### src/rtl/cbl_pkg.sv
package cbl_pkg;

  localparam int unsigned CBL_BYTE_W = 8;
  localparam int unsigned CBL_ADDR_W = 8;
  localparam int unsigned CBL_FRAME_W = 2 * CBL_BYTE_W;
  localparam logic [CBL_BYTE_W-1:0] CBL_READ_OP = 8'h03;

  typedef enum logic [1:0] {
    SEQ_CAPTURE,
    SEQ_WAIT,
    SEQ_XFER,
    SEQ_DONE
  } seq_state_e;

  // First EEPROM byte of the selected image.
  function automatic logic [CBL_ADDR_W-1:0] boot_start_addr(
    input logic [CBL_ADDR_W-1:0] page,
    input int unsigned           regs_per_page
  );
    return CBL_ADDR_W'(page * regs_per_page);
  endfunction

  // Outgoing command frame: opcode in the upper byte, address in the lower.
  function automatic logic [CBL_FRAME_W-1:0] read_frame(
    input logic [CBL_ADDR_W-1:0] start
  );
    return {CBL_READ_OP, start};
  endfunction

endpackage

### src/rtl/cbl_sclk_div.sv
module cbl_sclk_div #(
  parameter int unsigned DIV = 4
) (
  input  logic clk,
  input  logic rst_n,
  output logic sclk,
  output logic rise_evt,
  output logic fall_evt
);
  localparam int unsigned CW = (DIV > 2) ? $clog2(DIV) : 1;
  localparam logic [CW-1:0] HALF_M1 = CW'(DIV / 2 - 1);
  localparam logic [CW-1:0] LAST = CW'(DIV - 1);

  logic [CW-1:0] phase;

  // Strobes name the clock edge on which sclk will change.
  assign rise_evt = (phase == HALF_M1);
  assign fall_evt = (phase == LAST);

  always_ff @(posedge clk or negedge rst_n) begin
    if (!rst_n) begin
      phase <= '0;
      sclk  <= 1'b0;
    end else begin
      phase <= fall_evt ? '0 : phase + 1'b1;
      if (rise_evt)      sclk <= 1'b1;
      else if (fall_evt) sclk <= 1'b0;
    end
  end

  assert_sclk_rise_R2: assert property (@(posedge clk) disable iff (!rst_n)
    rise_evt |=> $rose(sclk));
  assert_sclk_fall_R2: assert property (@(posedge clk) disable iff (!rst_n)
    fall_evt |=> $fell(sclk));

endmodule

### src/rtl/cbl_sequencer.sv
module cbl_sequencer
  import cbl_pkg::*;
#(
  parameter int unsigned NUM_REGS = 64,
  parameter int unsigned PAGE_W   = 2
) (
  input  logic              clk,
  input  logic              rst_n,
  input  logic [PAGE_W-1:0] boot_page,
  input  logic              sclk,
  input  logic              rise_evt,
  input  logic              fall_evt,
  output logic              cs_n,
  output logic              mosi,
  output logic              sample_en,
  output logic              done
);
  localparam int unsigned TOTAL  = CBL_FRAME_W + NUM_REGS * CBL_BYTE_W;
  localparam int unsigned RCNT_W = $clog2(TOTAL + 1);
  localparam logic [RCNT_W-1:0] TOTAL_L = RCNT_W'(TOTAL);
  localparam logic [RCNT_W-1:0] FRAME_L = RCNT_W'(CBL_FRAME_W);

  seq_state_e              state;
  logic [PAGE_W-1:0]       page_q;
  logic [RCNT_W-1:0]       rises;
  logic [CBL_FRAME_W-1:0]  tx_sh;
  logic [CBL_FRAME_W-1:0]  frame;
  logic                    in_xfer;
  logic                    last_edge;

  assign frame     = read_frame(boot_start_addr(CBL_ADDR_W'(page_q), NUM_REGS));
  assign in_xfer   = (state == SEQ_XFER);
  assign last_edge = in_xfer && fall_evt && (rises == TOTAL_L);
  assign sample_en = in_xfer && rise_evt && (rises >= FRAME_L);

  always_ff @(posedge clk or negedge rst_n) begin
    if (!rst_n) begin
      state  <= SEQ_CAPTURE;
      page_q <= '0;
      rises  <= '0;
      tx_sh  <= '0;
      cs_n   <= 1'b1;
      mosi   <= 1'b0;
      done   <= 1'b0;
    end else begin
      case (state)
        SEQ_CAPTURE: begin
          page_q <= boot_page;
          state  <= SEQ_WAIT;
        end
        SEQ_WAIT: if (fall_evt) begin
          cs_n  <= 1'b0;
          mosi  <= frame[CBL_FRAME_W-1];
          tx_sh <= frame << 1;
          rises <= '0;
          state <= SEQ_XFER;
        end
        SEQ_XFER: begin
          if (rise_evt) rises <= rises + 1'b1;
          if (last_edge) begin
            cs_n  <= 1'b1;
            mosi  <= 1'b0;
            done  <= 1'b1;
            state <= SEQ_DONE;
          end else if (fall_evt) begin
            mosi  <= tx_sh[CBL_FRAME_W-1];
            tx_sh <= tx_sh << 1;
          end
        end
        default: ;
      endcase
    end
  end

  assert_mosi_stable_R3: assert property (@(posedge clk) disable iff (!rst_n)
    sclk |-> $stable(mosi));
  assert_cs_released_R7: assert property (@(posedge clk) disable iff (!rst_n)
    done |-> cs_n);
  assert_done_sticky_R7: assert property (@(posedge clk) disable iff (!rst_n)
    done |=> done);

endmodule

### src/rtl/cbl_rx_assembler.sv
module cbl_rx_assembler
  import cbl_pkg::*;
#(
  parameter int unsigned NUM_REGS = 64
) (
  input  logic                  clk,
  input  logic                  rst_n,
  input  logic                  sample_en,
  input  logic                  miso,
  output logic                  we,
  output logic [$clog2(NUM_REGS)-1:0] idx,
  output logic [CBL_BYTE_W-1:0] wdata
);
  localparam int unsigned IDX_W = $clog2(NUM_REGS);
  localparam int unsigned BIT_W = $clog2(CBL_BYTE_W);

  logic [CBL_BYTE_W-2:0] sh;
  logic [BIT_W-1:0]      bit_no;
  logic [IDX_W-1:0]      next_idx;
  logic                  byte_end;

  assign byte_end = sample_en && (bit_no == BIT_W'(CBL_BYTE_W - 1));

  always_ff @(posedge clk or negedge rst_n) begin
    if (!rst_n) begin
      sh       <= '0;
      bit_no   <= '0;
      next_idx <= '0;
      we       <= 1'b0;
      idx      <= '0;
      wdata    <= '0;
    end else begin
      we <= 1'b0;
      if (sample_en) begin
        sh     <= {sh[CBL_BYTE_W-3:0], miso};
        bit_no <= bit_no + 1'b1;
      end
      if (byte_end) begin
        we       <= 1'b1;
        wdata    <= {sh, miso};
        idx      <= next_idx;
        next_idx <= next_idx + 1'b1;
      end
    end
  end

  // Independent count of strobes seen, for the index-sequence check.
  logic [IDX_W-1:0] strobes_seen;
  always_ff @(posedge clk or negedge rst_n) begin
    if (!rst_n)  strobes_seen <= '0;
    else if (we) strobes_seen <= strobes_seen + 1'b1;
  end

  assert_we_single_R6: assert property (@(posedge clk) disable iff (!rst_n)
    we |=> !we);
  assert_idx_sequence_R6: assert property (@(posedge clk) disable iff (!rst_n)
    we |-> (idx == strobes_seen));

endmodule

### src/rtl/cfg_boot_loader.sv
module cfg_boot_loader
  import cbl_pkg::*;
#(
  parameter int unsigned NUM_REGS = 64,
  parameter int unsigned PAGE_W   = 2,
  parameter int unsigned SCLK_DIV = 4
) (
  input  logic                        clk,
  input  logic                        rst_n,
  input  logic [PAGE_W-1:0]           boot_page,
  output logic                        spi_sclk,
  output logic                        spi_cs_n,
  output logic                        spi_mosi,
  input  logic                        spi_miso,
  output logic                        reg_we,
  output logic [$clog2(NUM_REGS)-1:0] reg_idx,
  output logic [CBL_BYTE_W-1:0]       reg_wdata,
  output logic                        load_done
);
  logic rise_evt;
  logic fall_evt;
  logic sample_en;

  cbl_sclk_div #(.DIV(SCLK_DIV)) u_div (
    .clk      (clk),
    .rst_n    (rst_n),
    .sclk     (spi_sclk),
    .rise_evt (rise_evt),
    .fall_evt (fall_evt)
  );

  cbl_sequencer #(.NUM_REGS(NUM_REGS), .PAGE_W(PAGE_W)) u_seq (
    .clk       (clk),
    .rst_n     (rst_n),
    .boot_page (boot_page),
    .sclk      (spi_sclk),
    .rise_evt  (rise_evt),
    .fall_evt  (fall_evt),
    .cs_n      (spi_cs_n),
    .mosi      (spi_mosi),
    .sample_en (sample_en),
    .done      (load_done)
  );

  cbl_rx_assembler #(.NUM_REGS(NUM_REGS)) u_rx (
    .clk       (clk),
    .rst_n     (rst_n),
    .sample_en (sample_en),
    .miso      (spi_miso),
    .we        (reg_we),
    .idx       (reg_idx),
    .wdata     (reg_wdata)
  );

  assert_quiet_after_done_R7: assert property (@(posedge clk) disable iff (!rst_n)
    load_done |-> !reg_we);
  assert_sample_in_frame_R5: assert property (@(posedge clk) disable iff (!rst_n)
    sample_en |-> !spi_cs_n);

endmodule

### config.mk
export PLATFORM = sky130hd
export DESIGN_NAME = cfg_boot_loader
export DESIGN_NICKNAME = d
export VERILOG_FILES = /design/src/rtl/cbl_pkg.sv /design/src/rtl/cbl_sclk_div.sv /design/src/rtl/cbl_sequencer.sv /design/src/rtl/cbl_rx_assembler.sv /design/src/rtl/cfg_boot_loader.sv
export SDC_FILE = /design/constraint.sdc
export NUM_CORES = 1
export LEC_CHECK = 0
export ABC_CLOCK_PERIOD_IN_PS = 3100
export BUFFER_PORTS_ARGS = -buffer_cell sky130_fd_sc_hd__buf_2
export CAP_MARGIN = 25
export CORE_MARGIN = 1
export CORE_UTILIZATION = 40
export CTS_CLUSTER_DIAMETER = 100
export DETAILED_ROUTE_END_ITERATION = 8
export SLEW_MARGIN = 20
export SYNTH_ARGS = -nofsm -noshare
export SYNTH_HDL_FRONTEND = slang
export SYNTH_HIERARCHICAL = 1
export SYNTH_SLANG_ARGS = --single-unit
### constraint.sdc
create_clock -name clk -period 3.1 [get_ports clk]
set_clock_uncertainty 0.15 [all_clocks]
set_input_delay 0.155 -clock clk [delete_from_list [all_inputs] [get_ports clk]]
set_output_delay 0.155 -clock clk [all_outputs]
set_load 0.03 [all_outputs]
==> results of run 1 <==
-- worst max-delay path, cell delays in order, from the launching register on --
cell     delay, ns
dfrtp_1       0.41
or4_4         0.58
or4_4         0.57
a21oi_2       0.16
mux2_1        0.32
-- path summary, 6_finish.rpt --
check | from | endpoint | slack (ns)
min in group clk | u_div/phase[0]$_DFF_PN0_ | u_div/phase[0]$_DFF_PN0_ | 0.32
hold / removal | rst_n | u_rx/wdata[3]$_DFFE_PN0P_ | 0.23
max in group asynchronous | rst_n | u_seq/cs_n$_DFFE_PN1P_ | 1.69
setup reg to reg | u_seq/rises[6]$_DFFE_PN0P_ | u_seq/state[1]$_DFFE_PN0P_ | 0.79
hold reg to reg | u_div/phase[0]$_DFF_PN0_ | u_div/phase[0]$_DFF_PN0_ | 0.32
setup / recovery | u_seq/rises[6]$_DFFE_PN0P_ | u_seq/state[1]$_DFFE_PN0P_ | 0.79
-- synth_stat cells (all sizes together) --
cell type  instances
a2bb2oi            2
dfrtp             59
ha                11
nand4b             1
clkbuf             5
xnor2              5
mux2              15
xor2               5
or3                3
a21o               1
nor4               1
a21oi              6
a31oi              2
nor3               2
nand2b             5
and3               3
buf                5
nand2             52
o21ai             21
inv               10
and2               1
nand3              6
dfstp              1
a22o               2
nand4             11
o311a              1
and4               1
or4                3
nor2               8
o31ai              1
o32ai              1
-- through the flow --
step | cell area [um^2] | setup WS, ns
floorplan | 2680 | 0.810
global placement | 2900 | 0.812
detailed placement | 2900 | 0.796
CTS | 3130 | 0.790
global route | 3130 | 0.729
finish | 3130 | 0.793
-- report_power, final --
part	switching [uW]	total (uW)	internal (uW)
logic	16.1	22.9	6.80
registers	0.740	785	784
clock network	308	674	366
total	325	1480	1160
-- state kept, by name, indices dropped and copies added (netlist names) --
| name | flops |
|---|---|
| u_rx/wdata | 8 |
| u_rx/idx | 6 |
| u_div/phase | 2 |
| u_div/sclk | 1 |
| u_rx/next_idx | 6 |
| u_rx/bit_no | 3 |
| u_seq/mosi | 1 |
| u_seq/done | 1 |
| u_seq/state | 2 |
| u_rx/sh | 7 |
| u_seq/rises | 10 |
| u_rx/we | 1 |
| u_seq/tx_sh | 9 |
| u_seq/cs_n | 1 |
| u_seq/page_q | 2 |
-- final cells by class --
type	count	area (um^2)
clock inverter	7	67.6
tap	77	96.3
timing repair buffer	34	208
sequential	60	1500
multi-input combinational	170	1090
clock buffer	9	124
inverter	10	37.5
fill	604	3290
-- cell families after synthesis --
logic type	after synthesis
AO/OA/AOI/OAI	37
XOR/XNOR	10
multiplexers	15
AND/OR/NAND/NOR	97
flip-flops	60
adder cells (fa/ha/maj)	11
buffers and inverters	20
-- what timing repair did --
item                      4_1_cts  5_1_grt
gates resized for setup         0        0
hold endpoints to repair       32        0
hold buffers                    4        0
-- metal layers --
metal | GRT usage | vias up | share of wire
met2 | 0.253 | 27 | 0.47
met3 | 0.0415 | 9 | 0.030
met5 | 0 | - | 0
li1 | - | 932 | -
met4 | 0.0705 | 0 | 0.016
met1 | 0.196 | 902 | 0.48
==> flow_summary.ini, run 1 <==
[final_layout]
area_delta_synth_final_pct = 16.8
n_antenna_cell = 0
layout_commonest_cell = dfrtp_1
final_cells = 367
drive_above_1_share = 0.231
mostFrequentLayoutCells = dfrtp_1, nand2_1, buf_2
finish.utilization = 0.487
fin_nets = 301

[detailed_routing]
firstDrtPassIters = 6
avgRoutedWirePerCell_um = 13.1
wl_mm = 4.80
vias = 1870
drt-initial-drc-count = 106
postRouteAntennaNets = 0
drc = 3
routed_via_density = 5.10

[setup_path]
cp_data_arrival_time_ns = 2.37
worstPathRequired_ns = 3.17
critPathKind = reg2reg
cp-end-kind = flop
r2r_cells = 4
critPathMaxFanout = 5
crit_path_start_kind = flop

[clock_network]
cts_tree = built
clockBufferDepth = 2
clk_pin_slew_ns = 0.07
insertion_delay_ns = 0.33
cts_root_buffer = clkbuf_8
cts_buffers = 9
clock_sinks = 60
post_cts_buffers = 0
cts-htree-levels = 3

[synth]
synth_simple_gate_area_frac = 0.179
synth_top_area_share = 0.551
synth_top_family_by_area = simple AND/OR/NAND/NOR gates
yosys_register_bits = 60
synthTopCellsByArea = dfrtp_1, nand2_1, mux2_2, ha_1, o21ai_0
synthMuxAreaShare = 0.0630
synth_top_cell_by_area = dfrtp_1
ys_warn_count = 6
synth_cells = 250
synth-seq-area-share = 0.561
synth_nets = 266
synth_adder_area_share = 0.0514
ys_types = 39
synthXorXnorAreaFrac = 0.0327
syn_area_um2 = 2680
synth_compound_area_frac = 0.0822
synth.avg_cell_area_um2 = 10.7

[global_route]
grt_overflow_total = 0
grt_pass1_vias = 1929
grt_pass1_wl_mm = 8.62
grtUsageTotal = 0.156
antenna_found_initial = 0
grt_max_degree = 33

[floorplanning]
die_w_um = 83.9
ios = 24
start_util = 0.417
core_um2 = 6420
die_area_um2 = 7030
die_h_um = 83.9
rows = 29

[sta]
tns_ns = 0
fin_crit_sh = 0.744
hold_viol_final = 0
timing.slew.headroom = 0.575
fin_hold_ws_ns = 0.229
slew_viol_final = 0
finalSetupViolCount = 0
clock.fmax_mhz = 433
min_period_ns = 2.31
worst_pin_slew_ns = 0.638
rsz0062_at_grt = no

[outcome]
violations = DRC
status = finished, violations left

[pwr]
power.leakage_uw = 0.00160
ir_drop_v = 0.000233
p_total_uw = 1480
powerDensity_nw_per_um2 = 473

[placed_design]
dp_cells = 347
gp_congestion = 0.726
dpl.hpwl_mm = 3.12
io_buffers = 23

[worst_hold_path]
hold_class = in2async

[run]
max_cap_viol_count = 0
Note: power is estimated with default switching activity, not from simulation.
==> run 2: changes to the inputs <==
ABC_CLOCK_PERIOD_IN_PS = 2100   (was 3100)
clock period = 2.1 ns   (was 3.1 ns; I/O delays follow)
==> run 2 against run 1 <==
Against the previous run:
- the flow now finishes without violations
- power is 47% higher
- sequential power is 48% higher
- final cell count up 4.1%
- flip-flop and latch count stayed put
- count of clock-buffer cells in the layout rose by 4
- register-to-register slack lost 0.77 ns
- via count up 2.5%
==> flow_summary.ini, run 2 (synthesized netlist as in run 1, its figures left out) <==
[pwr]
power.leakage_uw = 0.00170
ir_drop_v = 0.000361
powerDensity_nw_per_um2 = 660

[sta]
tns_ns = 0
fin_crit_sh = 0.991
hold_viol_final = 0
layout_setup_ws_ns = 0.0186
slew_viol_final = 0
clock.fmax_mhz = 480
worst_pin_slew_ns = 0.334
rsz0062_at_grt = yes
timing.slew.headroom = 0.776
finalSetupViolCount = 0
fin_hold_ws_ns = 0.127
min_period_ns = 2.08

[global_route]
use_met1 = 0.213
busiest_layer = met2
grtUsageTotal = 0.166
grt_overflow_total = 0
grt_pass1_vias = 1938
grt_pass1_wl_mm = 9.08
antenna_found_initial = 0
met2_usage = 0.256
met3_usage = 0.0445
grt_max_degree = 61

[clock_network]
cts_buffers = 9
cts-htree-levels = 3
cts_tree = built
clockBufferDepth = 2
cts_root_buffer = clkbuf_8
clock_sinks = 60
insertion_delay_ns = 0.34
clk_pin_slew_ns = 0.07

[run]
max_cap_viol_count = 0

[floorplanning]
die_area_um2 = 7030
core_um2 = 6420
rows = 29
die_h_um = 83.9
start_util = 0.417
ios = 24
die_w_um = 83.9

[placed_design]
post-place-ws_ns = -0.0326
dpl.hpwl_mm = 3.33
gp_congestion = 0.746
io_buffers = 23

[final_layout]
fillerInstances = 586
area_delta_synth_final_pct = 22.9
reg_top3 = u_seq/rises: 10 flops, u_seq/tx_sh: 9 flops, u_rx/wdata: 8 flops
layout_commonest_cell = dfrtp_1
drive_above_1_share = 0.279
largest_reg_flops = 10
largest-register = u_seq/rises
mostFrequentLayoutCells = dfrtp_1, nand2_1, buf_2
n_antenna_cell = 0
fin_nets = 316
finish.utilization = 0.513

[setup_path]
cp-end-kind = flop
critPathKind = reg2reg
worstPathRequired_ns = 2.17
startpoint = u_seq/rises[8]$_DFFE_PN0P_
crit_path_start_kind = flop
critPathMaxFanout = 3
cp_data_arrival_time_ns = 2.15
rrSetupSlack_ns = 0.02
r2r_start = u_seq/rises[8]$_DFFE_PN0P_

[worst_hold_path]
hold_class = in2async

[detailed_routing]
drt-initial-drc-count = 88
vias = 1917
postRouteAntennaNets = 0
avgRoutedWirePerCell_um = 13.3
routed_via_density = 5.02
wl_mm = 5.07
firstDrtPassIters = 4
drc = 0

[outcome]
status = finished clean
run 2: cell count changes in the layout (fill, tap and decap cells not counted), sizes merged:
cell	delta
clkinv	-2
clkinvlp	-1
bufinv	-1
buf	+15
clkbuf	+4
run 2: worst max-delay path: stages (launching register included):
cell and delay (ns):
dfrtp_1 0.38, or4_4 0.54, or4_4 0.44, a21oi_2 0.15, mux2_4 0.31
run 2: layout make-up:
type                       count  area (um^2)  share of cell area
sequential                    60         1500               0.456
multi-input combinational    170         1120               0.339
inverter                      10         40.0              0.0122
clock buffer                  13          169              0.0513
clock inverter                 3         20.0             0.00608
timing repair buffer          49          349               0.106
tap                           77         96.3              0.0293
run 2: metrics by stage:
| stage | cells | total power [uW] | instance area [um^2] |
|---|---|---|---|
| after detailed placement | 360 | 1210 | 3020 |
| after global placement | 360 | 1210 | 3020 |
| after floorplan | 250 | 1180 | 2680 |
| final | 382 | 2170 | 3290 |
| after CTS | 380 | 2210 | 3250 |
| after global routing | 382 | 2260 | 3290 |
run 2: per-layer routing:
layer | share of wire | routed length, um
met5 | 0 | 0
met4 | 0.017 | 85
met3 | 0.029 | 146
met2 | 0.45 | 2270
met1 | 0.51 | 2570
run 2: path summary, 6_finish.rpt:
path | to | cells past startpoint
worst max-delay path | u_seq/state[1]$_DFFE_PN0P_ | 4
worst min-delay path | u_seq/page_q[1]$_DFFE_PN0N_ | 3
worst max register to register | u_seq/state[1]$_DFFE_PN0P_ | 4
worst min register to register | u_div/phase[0]$_DFF_PN0_ | 1
max in group asynchronous | u_seq/cs_n$_DFFE_PN1P_ | 3
min in group clk | u_div/phase[0]$_DFF_PN0_ | 1
run 2: report_power, final:
part	leakage [uW]	internal, uW	switching (uW)
clock	0.0000917	523	454
combinational	0.000806	12.8	24.1
sequential	0.000802	1160	1.17
total	0.00170	1690	480
run 2: repair_timing:
action,in CTS,in global routing
setup endpoints to repair,1,15
pin swaps,2,2
gates cloned,0,0
setup buffers,0,2
gates resized for setup,2,6
endpoints found under the hold margin,64,0
hold buffers,4,0
